--- src/rtl/lpm_pkg.sv ---
package lpm_pkg;
   // status word bit positions (decoded by the core and by this block)
   localparam int B_GIE   = 0;
   localparam int B_CPUOF = 1;
   localparam int B_LFOFF = 2;
   localparam int B_FOFF  = 3;
   localparam int B_SPOFF = 4;
   localparam int MIN_SR_W = 5;

   typedef struct packed {
      logic mclk;
      logic smclk;
      logic aclk;
      logic fosc;
      logic dcgen;
   } clk_en_t;

   localparam clk_en_t EN_ALL_ON = '{mclk: 1'b1, smclk: 1'b1, aclk: 1'b1, fosc: 1'b1, dcgen: 1'b1};

   function automatic clk_en_t decode_en(input logic cpu_off, input logic lf_off,
                                         input logic f_off, input logic sp_off,
                                         input logic m_fast, input logic s_fast,
                                         input logic bias_req);
      clk_en_t e;
      e.mclk  = ~cpu_off;
      e.smclk = ~sp_off;
      e.fosc  = (e.mclk & m_fast) | (e.smclk & s_fast);
      e.aclk  = ~lf_off | (e.mclk & ~m_fast) | (e.smclk & ~s_fast);
      e.dcgen = ~f_off | e.fosc | bias_req;
      return e;
   endfunction
endpackage

--- src/rtl/lpm_irq_pick.sv ---
module lpm_irq_pick #(
   parameter int N = 4
) (
   input  logic [N-1:0] req,
   output logic [N-1:0] grant,
   output logic         any
);
   logic [N:0] below;
   assign below[0] = 1'b0;
   for (genvar i = 0; i < N; i++) begin : g_chain
      assign grant[i]   = req[i] & ~below[i];
      assign below[i+1] = below[i] | req[i];
   end
   assign any = below[N];
endmodule

--- src/rtl/lpm_wake_ctrl.sv ---
module lpm_wake_ctrl
   import lpm_pkg::*;
#(
   parameter int                N_IRQ    = 4,
   parameter int                SR_W     = 8,
   parameter logic [N_IRQ-1:0]  EXT_MASK = 4'b1000
) (
   input  logic             clk,
   input  logic             rst_n,
   input  logic             sr_wr_en,
   input  logic [SR_W-1:0]  sr_wr_data,
   input  logic             saved_wr_en,
   input  logic [SR_W-1:0]  saved_wr_data,
   input  logic [N_IRQ-1:0] irq_req,
   input  logic [N_IRQ-1:0] irq_en,
   input  logic             irq_ret,
   output logic [N_IRQ-1:0] irq_ack,
   output logic [SR_W-1:0]  sr_q,
   output logic [SR_W-1:0]  saved_q
);
   localparam logic [SR_W-1:0] WAKE_CLR = (SR_W'(1) << B_GIE) | (SR_W'(1) << B_CPUOF)
                                        | (SR_W'(1) << B_LFOFF) | (SR_W'(1) << B_SPOFF);

   logic             in_isr;
   logic             all_dark;
   logic [N_IRQ-1:0] eligible;
   logic [N_IRQ-1:0] grant;
   logic             any_req;
   logic             accept;

   assign all_dark = sr_q[B_CPUOF] & sr_q[B_LFOFF] & sr_q[B_FOFF] & sr_q[B_SPOFF];
   assign eligible = irq_req & irq_en & (all_dark ? EXT_MASK : {N_IRQ{1'b1}});

   lpm_irq_pick #(.N(N_IRQ)) u_pick (
      .req   (eligible),
      .grant (grant),
      .any   (any_req)
   );

   assign accept = any_req & sr_q[B_GIE] & ~in_isr;

   always_ff @(posedge clk or negedge rst_n) begin
      if (!rst_n) begin
         sr_q    <= '0;
         saved_q <= '0;
         in_isr  <= 1'b0;
         irq_ack <= '0;
      end else begin
         irq_ack <= accept ? grant : '0;
         if (accept) begin
            saved_q <= sr_q;
            sr_q    <= sr_q & ~WAKE_CLR;
            in_isr  <= 1'b1;
         end else if (in_isr && irq_ret) begin
            sr_q   <= saved_q;
            in_isr <= 1'b0;
         end else begin
            if (sr_wr_en)
               sr_q <= sr_wr_data;
            if (in_isr && saved_wr_en)
               saved_q <= saved_wr_data;
         end
      end
   end

   // one winner per acknowledge
   a_r8_ack_onehot: assert property (@(posedge clk) disable iff (!rst_n)
      $onehot0(irq_ack));
   // acknowledge needs global enable in the accepting cycle
   a_r7_ack_needs_gie: assert property (@(posedge clk) disable iff (!rst_n)
      (|irq_ack) |-> $past(sr_q[B_GIE]));
   // awake bits cleared, fast-oscillator-off bit carried over
   a_r6_wake_clears: assert property (@(posedge clk) disable iff (!rst_n)
      (|irq_ack) |-> (!sr_q[B_CPUOF] && !sr_q[B_SPOFF] && !sr_q[B_LFOFF] && !sr_q[B_GIE]
                      && sr_q[B_FOFF] == saved_q[B_FOFF]));
   // fully dark wakes only from external sources
   a_r9_dark_external: assert property (@(posedge clk) disable iff (!rst_n)
      $past(all_dark) |-> ((irq_ack & ~EXT_MASK) == '0));
   // return restores the saved word
   a_r10_restore: assert property (@(posedge clk) disable iff (!rst_n)
      (in_isr && irq_ret) |=> (sr_q == $past(saved_q)));
   // no nesting
   a_r12_no_nest: assert property (@(posedge clk) disable iff (!rst_n)
      (in_isr && !irq_ret) |=> (irq_ack == '0));
endmodule

--- src/rtl/lpm_clk_decode.sv ---
module lpm_clk_decode
   import lpm_pkg::*;
#(
   parameter bit OUT_REG = 1'b1
) (
   input  logic    clk,
   input  logic    rst_n,
   input  logic    cpu_off,
   input  logic    lf_off,
   input  logic    f_off,
   input  logic    sp_off,
   input  logic    m_fast,
   input  logic    s_fast,
   input  logic    bias_req,
   output clk_en_t en
);
   clk_en_t en_d;
   assign en_d = decode_en(cpu_off, lf_off, f_off, sp_off, m_fast, s_fast, bias_req);

   generate
      if (OUT_REG) begin : g_reg
         clk_en_t en_q;
         always_ff @(posedge clk or negedge rst_n) begin
            if (!rst_n) en_q <= EN_ALL_ON;
            else        en_q <= en_d;
         end
         assign en = en_q;

         // core clock follows core-off one cycle later
         a_r2_mclk_follows: assert property (@(posedge clk) disable iff (!rst_n)
            en.mclk == !$past(cpu_off));
         // bias generator held whenever its off bit is clear
         a_r4_dcgen_on: assert property (@(posedge clk) disable iff (!rst_n)
            !$past(f_off) |-> en.dcgen);
         // all sleep bits set and no bias request means dark
         a_r5_all_dark: assert property (@(posedge clk) disable iff (!rst_n)
            $past(cpu_off && lf_off && f_off && sp_off && !bias_req) |-> (en == '0));
      end else begin : g_comb
         assign en = en_d;
      end
   endgenerate
endmodule

--- src/rtl/lpm_clk_ctrl.sv ---
module lpm_clk_ctrl
   import lpm_pkg::*;
#(
   parameter int                N_IRQ    = 4,
   parameter int                SR_W     = 8,
   parameter logic [N_IRQ-1:0]  EXT_MASK = 4'b1000,
   parameter bit                OUT_REG  = 1'b1
) (
   input  logic             clk,
   input  logic             rst_n,
   input  logic             sr_wr_en,
   input  logic [SR_W-1:0]  sr_wr_data,
   input  logic             saved_wr_en,
   input  logic [SR_W-1:0]  saved_wr_data,
   input  logic [N_IRQ-1:0] irq_req,
   input  logic [N_IRQ-1:0] irq_en,
   input  logic             irq_ret,
   input  logic             mclk_src_fast,
   input  logic             smclk_src_fast,
   input  logic             periph_dcgen_req,
   output logic [N_IRQ-1:0] irq_ack,
   output logic [SR_W-1:0]  status_word,
   output logic [SR_W-1:0]  saved_word,
   output logic             mclk_en,
   output logic             smclk_en,
   output logic             aclk_en,
   output logic             fosc_en,
   output logic             dcgen_en
);
   initial begin
      if (SR_W < MIN_SR_W) $fatal(1, "status word too narrow for the sleep bits");
      if (N_IRQ < 1)       $fatal(1, "at least one interrupt source is needed");
   end

   clk_en_t en;

   lpm_wake_ctrl #(.N_IRQ(N_IRQ), .SR_W(SR_W), .EXT_MASK(EXT_MASK)) u_wake (
      .clk           (clk),
      .rst_n         (rst_n),
      .sr_wr_en      (sr_wr_en),
      .sr_wr_data    (sr_wr_data),
      .saved_wr_en   (saved_wr_en),
      .saved_wr_data (saved_wr_data),
      .irq_req       (irq_req),
      .irq_en        (irq_en),
      .irq_ret       (irq_ret),
      .irq_ack       (irq_ack),
      .sr_q          (status_word),
      .saved_q       (saved_word)
   );

   lpm_clk_decode #(.OUT_REG(OUT_REG)) u_dec (
      .clk      (clk),
      .rst_n    (rst_n),
      .cpu_off  (status_word[B_CPUOF]),
      .lf_off   (status_word[B_LFOFF]),
      .f_off    (status_word[B_FOFF]),
      .sp_off   (status_word[B_SPOFF]),
      .m_fast   (mclk_src_fast),
      .s_fast   (smclk_src_fast),
      .bias_req (periph_dcgen_req),
      .en       (en)
   );

   assign mclk_en  = en.mclk;
   assign smclk_en = en.smclk;
   assign aclk_en  = en.aclk;
   assign fosc_en  = en.fosc;
   assign dcgen_en = en.dcgen;
endmodule

--- config.mk ---
export PLATFORM = sky130hd
export DESIGN_NAME = lpm_clk_ctrl
export DESIGN_NICKNAME = d
export VERILOG_FILES = /design/src/rtl/lpm_pkg.sv /design/src/rtl/lpm_irq_pick.sv /design/src/rtl/lpm_wake_ctrl.sv /design/src/rtl/lpm_clk_decode.sv /design/src/rtl/lpm_clk_ctrl.sv
export SDC_FILE = /design/constraint.sdc
export NUM_CORES = 1
export LEC_CHECK = 0
export BUFFER_PORTS_ARGS = -buffer_cell sky130_fd_sc_hd__buf_2
export CAP_MARGIN = 20
export CORE_MARGIN = 2
export CORE_UTILIZATION = 51
export DETAILED_ROUTE_END_ITERATION = 6
export PLACE_DENSITY_LB_ADDON = 0.25
export SLEW_MARGIN = 15
export SYNTH_ARGS = -nofsm -noshare
export SYNTH_HDL_FRONTEND = slang
export SYNTH_SLANG_ARGS = --single-unit
--- constraint.sdc ---
create_clock -name clk -period 4.2 [get_ports clk]
set_clock_uncertainty 0.2 [all_clocks]
set_input_delay 0.21 -clock clk [delete_from_list [all_inputs] [get_ports clk]]
set_output_delay 0.21 -clock clk [all_outputs]
set_load 0.05 [all_outputs]
==> results of run 1 <==
-- layout by cell type, fill, tap and decap left out --
master	synthesis	final
a211oi_1	4	4
a221o_2	1	1
a222oi_1	1	1
a22o_1	1	1
a31oi_1	5	5
and3_1	4	4
and4_1	1	1
buf_2	2	56
clkbuf_1	5	1
clkbuf_4	0	3
dfrtp_1	21	21
dfstp_2	5	5
dlygate4sd3_1	0	15
inv_1	1	1
inv_2	1	1
mux2i_1	4	4
nand2_1	6	6
nand2_2	1	1
nand2b_1	4	4
nand2b_2	1	1
nand3_1	18	18
nand3_2	1	1
nand4b_1	1	1
nor2_1	9	9
nor2b_1	2	2
nor3_1	2	2
o211ai_1	7	7
o21a_1	1	1
o21ai_0	1	1
o221a_1	7	7
o221ai_1	1	1
o22ai_1	6	6
o2bb2ai_1	4	4
or3_1	1	1
or3b_1	1	1
-- through the flow --
stage / setup WS, ps / instances / hold WS, ps / util [%]
detailed placement: 2050 / 209 / 35.7 / 64.6
finish: 1990 / 228 / 6.81 / 71.7
floorplan: 2360 / 136 / -286 / -
CTS: 2020 / 228 / 5.24 / 71.7
global route: 1840 / 228 / 11.7 / 71.7
global placement: 2150 / 209 / 28.2 / 64.6
-- cell families after synthesis --
logic type / synth area share (%)
and+or+nand+nor: 20.3
buffers and inverters: 5.41
DFF: 48.2
muxes: 2.94
AOI/OAI and AO/OA: 23.2
-- cell usage after synthesis (5+ instances only) --
cell type   n  area share [%]
dfrtp_1    21              39
nand3_1    18             6.6
nor2_1      9             2.5
o211ai_1    7             3.9
o221a_1     7             5.8
nand2_1     6             1.7
o22ai_1     6             2.8
a31oi_1     5             2.3
clkbuf_1    5             1.4
dfstp_2     5             9.6
-- worst max-delay path, cell delays in order, from the launching register on --
cell and delay [ps]:
dfrtp_1 960, nand2b_1 240, nor2_1 50, nand2_1 70, nor2_1 50, dlygate4sd3_1 540
-- final cells by class --
type | count | area (µm²) | share of cell area, %
multi-input combinational | 95 | 633 | 35.3
sequential | 26 | 657 | 36.7
timing repair buffer | 71 | 430 | 24.0
clock buffer | 4 | 26.3 | 1.47
tap | 30 | 37.5 | 2.09
inverter | 2 | 7.51 | 0.419
-- report_power, final --
| group | internal (µW) | switching [µW] |
|---|---|---|
| registers | 361 | 159 |
| logic | 248 | 534 |
| clock network | 37.2 | 73.5 |
| total | 647 | 767 |
-- timing repair --
action,CTS,global route
endpoints found under the hold margin,29,0
hold buffers,15,0
endpoints found under the setup margin,0,0
-- flip-flops by register name, summed over array words and instances, names as in the netlist --
name / flops
u_wake.in_isr: 1
u_wake.saved_q: 8
u_wake.sr_q: 8
u_wake.irq_ack: 4
u_dec.en: 5
-- final timing paths --
path	startpoint	to	slack, ps
setup / recovery	u_wake.in_isr	u_wake.irq_ack[2]	1990
hold / removal	sr_wr_data[7]	u_wake.sr_q[7]	7
setup reg to reg	u_wake.in_isr	u_wake.irq_ack[2]	1990
hold reg to reg	u_wake.sr_q[4]	u_dec.en[3]	350
max in group asynchronous	rst_n	u_dec.en[1]	3230
min in group asynchronous	rst_n	u_wake.irq_ack[3]	190
-- routing by layer --
metal  up-vias  track usage (%)  part of all wire, %
met5         -                0                    0
met4         0             6.62                 0.62
met3         4             4.42                  6.5
met2        63             46.3                   53
met1       666             34.2                   40
li1        643                -                    -
==> key figures, run 1 <==
Power and ir drop
  – VDD IR-drop max: 0.000557 V
  – Leakage: 0.000832 µW
  – Power, Total: 1410 µW
  – PD cells: 789 nW/µm²

Hold path
  – Worst hold-check path type: in -> reg
  – Hold path depth: 3

Critical path
  – Arr. time, crit path: 2240 ps
  – CP endpoint kind: register
  – Required time worst endpoint: 4220 ps
  – Crit path kind: reg -> reg
  – Critical path peak fanout: 32
  – Worst r2r path cells: 5
  – Startpoint Class: register

Detailed routing
  – DR vias/cell: 6.04
  – DR pass1 iterations: 4
  – Routed Antenna Nets: 0
  – Number of DRC markers in iteration 0: 49
  – Routed wire length: 3900 µm
  – DR WL/cell: 17.1 µm
  – Vias: 1376
  – Residual DRC: 0

Global route
  – Initial antenna violation count: 0
  – GRT Total Usage: 26.5%
  – First-pass GRT wire length: 6590 µm
  – Largest net degree at the start of global routing: 33
  – Vias in the first global route: 1390
  – Grt ovf: 0

Place
  – DPL Wire Length: 2660 µm
  – Area of placed instances: 1620 µm²
  – Port Buf Inserts: 56
  – Gpl congestion: 0.804

Yosys
  – Syn Area/Cell: 10.0 µm²
  – Mapped Cells: 136
  – Post-synthesis cell type count: 35
  – EDFF count, synth: 0
  – Net count after synthesis: 168
  – FF+latch count, synth: 26
  – Mapped Area: 1360 µm²
  – FFs w/ async S/R, synth: 100%
  – Seq/Total Area, Yosys: 48.2%
  – Syn. warnings: 0
  – Synth Flop Type: dfrtp_1

STA
  – Worst relative slew slack: 40.4%
  – Fmax: 0.452 GHz
  – Hold Violations, Final: 0
  – Setup total negative slack: 0 ps
  – RSZ-0062 raised after global routing: false
  – Final worst path period share: 52.7%
  – Final min period: 2210 ps
  – Fin. max-slew vios: 0
  – Worst slew pin tran: 894 ps
  – Final setup fails: 0

Clock network
  – Cts bufs inserted: 3
  – CTS tree: yes
  – Setup repair bufs after CTS: 0
  – Worst-Skew Late Latency: 320 ps
  – H-tree Lvls: 1
  – CTS root buffer: clkbuf_4
  – CTS Sinks: 26
  – Clk pin slew, worst setup/hold paths: 140 ps
  – # resized after CTS: 0
  – Maximum root-to-sink buffer count: 2

Floorplan
  – Core Box Area: 2500 µm²
  – # IOs: 57
  – Chip height: 55.7 µm
  – Starting Density: 54.6%
  – DIE AREA: 3100 µm²
  – Die W: 55.7 µm
  – Rows: 18

Final layout
  – Post-route cell area: 1790 µm²
  – # diodes: 0
  – Fraction of layout cells with a size suffix above 1: 34.8%
  – Fill count: 180
  – Final net count: 231
  – P&R area growth vs syn: 31.4%

Status
  – Status: completed

Flow run
  – Max-Cap Viols: 0
Power figures use the tool's default switching activity.
==> run 2, diff against run 1 <==
--- a/config.mk
+++ b/config.mk
@@ -8,7 +8,7 @@
 export BUFFER_PORTS_ARGS = -buffer_cell sky130_fd_sc_hd__buf_2
 export CAP_MARGIN = 20
 export CORE_MARGIN = 2
-export CORE_UTILIZATION = 51
+export CORE_UTILIZATION = 42
 export DETAILED_ROUTE_END_ITERATION = 6
 export PLACE_DENSITY_LB_ADDON = 0.25
 export SLEW_MARGIN = 15
==> constraint.sdc (replaced) <==
create_clock -name clk -period 2.03 [get_ports clk]
set_clock_uncertainty 0.2 [all_clocks]
set_input_delay 0.1015 -clock clk [delete_from_list [all_inputs] [get_ports clk]]
set_output_delay 0.1015 -clock clk [all_outputs]
set_load 0.05 [all_outputs]
==> key figures, run 2 (synthesized netlist as in run 1, its figures left out) <==
Clock network
  – Maximum root-to-sink buffer count: 2 (unchanged)
  – Setup repair bufs after CTS: 0 (unchanged)
  – Clk pin slew, worst setup/hold paths: 150 ps (was 140 ps)
  – CTS root buffer: clkbuf_4 (unchanged)
  – Worst-Skew Late Latency: 330 ps (was 320 ps)
  – CTS Sinks: 26 (unchanged)
  – CTS tree: yes (unchanged)
  – Cts bufs inserted: 3 (unchanged)
  – H-tree Lvls: 1 (unchanged)

STA
  – Final min period: 1990 ps
  – Setup total negative slack: 0 ps (unchanged)
  – RSZ-0062 raised after global routing: false (unchanged)
  – Final worst slack: 44.4 ps (was 1990 ps)
  – Fin. max-slew vios: 0 (unchanged)
  – Final worst path period share: 97.8%
  – Final setup fails: 0 (unchanged)
  – Worst relative slew slack: 61.3% (was 40.4%)
  – Fmax: 0.504 GHz
  – Hold Violations, Final: 0 (unchanged)
  – Worst slew pin tran: 580 ps (was 894 ps)

Critical path
  – CP endpoint kind: register (unchanged)
  – Crit path kind: in -> reg (was reg -> reg)
  – CP max stage delay: 540 ps (was 960 ps)
  – RR Endpoint: u_dec.en[0] (was u_wake.irq_ack[2])
  – Arr. time, crit path: 2000 ps (was 2240 ps)
  – Worst r2r path cells: 5 (unchanged)
  – Slowest-stage cell, CP: dlygate4sd3_1 (was dfrtp_1)
  – Critical path peak fanout: 8 (was 32)
  – Critical path cell sequence: dlygate4sd3_1 -> buf_2 -> a222oi_1 -> nor2_1 -> a221o_2 -> o221a_1 (was nand2b_1 -> nor2_1 -> nand2_1 -> nor2_1 -> dlygate4sd3_1)
  – Required time worst endpoint: 2050 ps (was 4220 ps)
  – Startpoint Class: primary input (was register)
  – Worst r2r src: u_wake.sr_q[4] (was u_wake.in_isr)
  – R2r setup slk: 70 ps (was 1990 ps)

Place
  – DPL Wire Length: 2750 µm (was 2660 µm)
  – Area of placed instances: 1670 µm² (was 1620 µm²)
  – Pre-CTS WS: 218 ps (was 2050 ps)
  – Gpl congestion: 0.846 (was 0.804)
  – Port Buf Inserts: 56 (unchanged)

Floorplan
  – Starting Density: 44.3% (was 54.6%)
  – DIE AREA: 3720 µm² (was 3100 µm²)
  – Core Box Area: 3080 µm² (was 2500 µm²)
  – Rows: 20 (was 18)
  – Chip height: 61.0 µm (was 55.7 µm)
  – Die W: 61.0 µm (was 55.7 µm)
  – # IOs: 57 (unchanged)

Final layout
  – Final Util: 65.9% (was 71.7%)
  – Fraction of layout cells with a size suffix above 1: 34.1% (was 34.8%)
  – Fill count: 256 (was 180)
  – Final net count: 253 (was 231)
  – Leading cell type in the layout, fill and taps excluded: buf_2 (unchanged)
  – Post-route cell area: 2030 µm² (was 1790 µm²)
  – # diodes: 0 (unchanged)
  – Commonest non-fill, non-tap cells in the layout: buf_2, dlygate4sd3_1, dfrtp_1, nand3_1, nor2_1 (was buf_2, dfrtp_1, nand3_1, dlygate4sd3_1, nor2_1)
  – P&R area growth vs syn: 48.8% (was 31.4%)

Power and ir drop
  – Sequential share of power: 31.1% (was 36.8%)
  – Int Power: 1420 µW (was 647 µW)
  – VDD IR-drop max: 0.000748 V (was 0.000557 V)
  – Switch share: 53.1% (was 54.2%)
  – Power, Total: 3030 µW (was 1410 µW)
  – Gate power share: 61.3% (was 55.3%)
  – Total net switching power: 1610 µW (was 767 µW)
  – Leakage: 0.000930 µW (was 0.000832 µW)
  – Clock network power share: 7.6% (was 7.8%)
  – PD cells: 1490 nW/µm² (was 789 nW/µm²)

Flow run
  – Max-Cap Viols: 0 (unchanged)

Detailed routing
  – Vias: 1470 (was 1376)
  – Residual DRC: 0 (unchanged)
  – DR vias/cell: 5.57 (was 6.04)
  – Number of DRC markers in iteration 0: 64 (was 49)
  – DR WL/cell: 15.7 µm (was 17.1 µm)
  – Routed wire length: 4130 µm (was 3900 µm)
  – Routed Antenna Nets: 0 (unchanged)
  – DR pass1 iterations: 4 (unchanged)

Hold path
  – Worst hold-check path type: in -> reg (unchanged)
  – Hold Path Sink: u_wake.sr_q[0] (was u_wake.sr_q[7])
  – Hold path depth: 3 (unchanged)
  – Min-delay src: sr_wr_en (was sr_wr_data[7])

Global route
  – Largest net degree at the start of global routing: 32 (was 33)
  – First-pass GRT wire length: 6560 µm (was 6590 µm)
  – Initial antenna violation count: 0 (unchanged)
  – Grt ovf: 0 (unchanged)
  – GRT Total Usage: 24.0% (was 26.5%)
  – Vias in the first global route: 1468 (was 1390)

Status
  – Status: completed (unchanged)
## run 2: repair_timing
| item | CTS | global route |
|---|---|---|
| endpoints found under the hold margin | 49 | 1 |
| gates resized for setup | 0 | 2 |
| hold buffers | 33 | 1 |
| endpoints found under the setup margin | 0 | 4 |
## run 2: how the worst max path moves through the flow
| stage | start | endpoint | slack [ps] | cells after the start |
|---|---|---|---|---|
| final | irq_en[2] | u_wake.saved_q[1] | 40 | 6 |
| after global routing | u_wake.sr_q[1] | u_dec.en[0] | 10 | 5 |
| after CTS | u_wake.in_isr | u_wake.irq_ack[3] | 40 | 5 |
| after detailed placement | u_wake.sr_q[2] | u_wake.sr_q[7] | 220 | 4 |
| after global placement | u_wake.sr_q[2] | u_wake.saved_q[6] | 250 | 3 |
| after floorplan | u_wake.sr_q[0] | u_wake.saved_q[5] | 190 | 4 |
## run 2: stage by stage
step	instances	hold slack, ps
detailed placement	228	-64.8
global placement	228	-79.8
global route	264	21.2
floorplan	136	-394
finish	264	17.1
CTS	265	9.87
## run 2: cell type report
cell class / count / area (µm²) / share of cell area (%)
sequential: 26 / 657 / 32.4
tap: 44 / 55.1 / 2.71
timing repair buffer: 93 / 643 / 31.7
inverter: 2 / 7.51 / 0.370
clock buffer: 4 / 26.3 / 1.29
multi-input combinational: 95 / 641 / 31.6
## run 2: worst max-delay path, delay by kind of cell
kind	cells	cell delay [ps]
AO/OA/AOI/OAI	3	1080
AND/OR/NAND/NOR	1	140
buffers and inverters	2	670
## run 2: power groups by stage
| stage | Sequential, µW | Clock [µW] | Combinational, µW |
|---|---|---|---|
| floorplan | 1500 | 0 | 824 |
| global placement | 940 | 0 | 1740 |
| detailed placement | 947 | 0 | 1770 |
| CTS | 936 | 235 | 1840 |
| global route | 970 | 256 | 1980 |
| finish | 942 | 229 | 1860 |
## run 2: layer usage
layer  up-vias  part of all wire (%)  track usage (%)
li1        692                     -                -
met1       695                    40             28.5
met2        75                    50             43.0
met3         8                   8.2             4.69
met4         0                   1.4             8.39
met5         -                     0                0
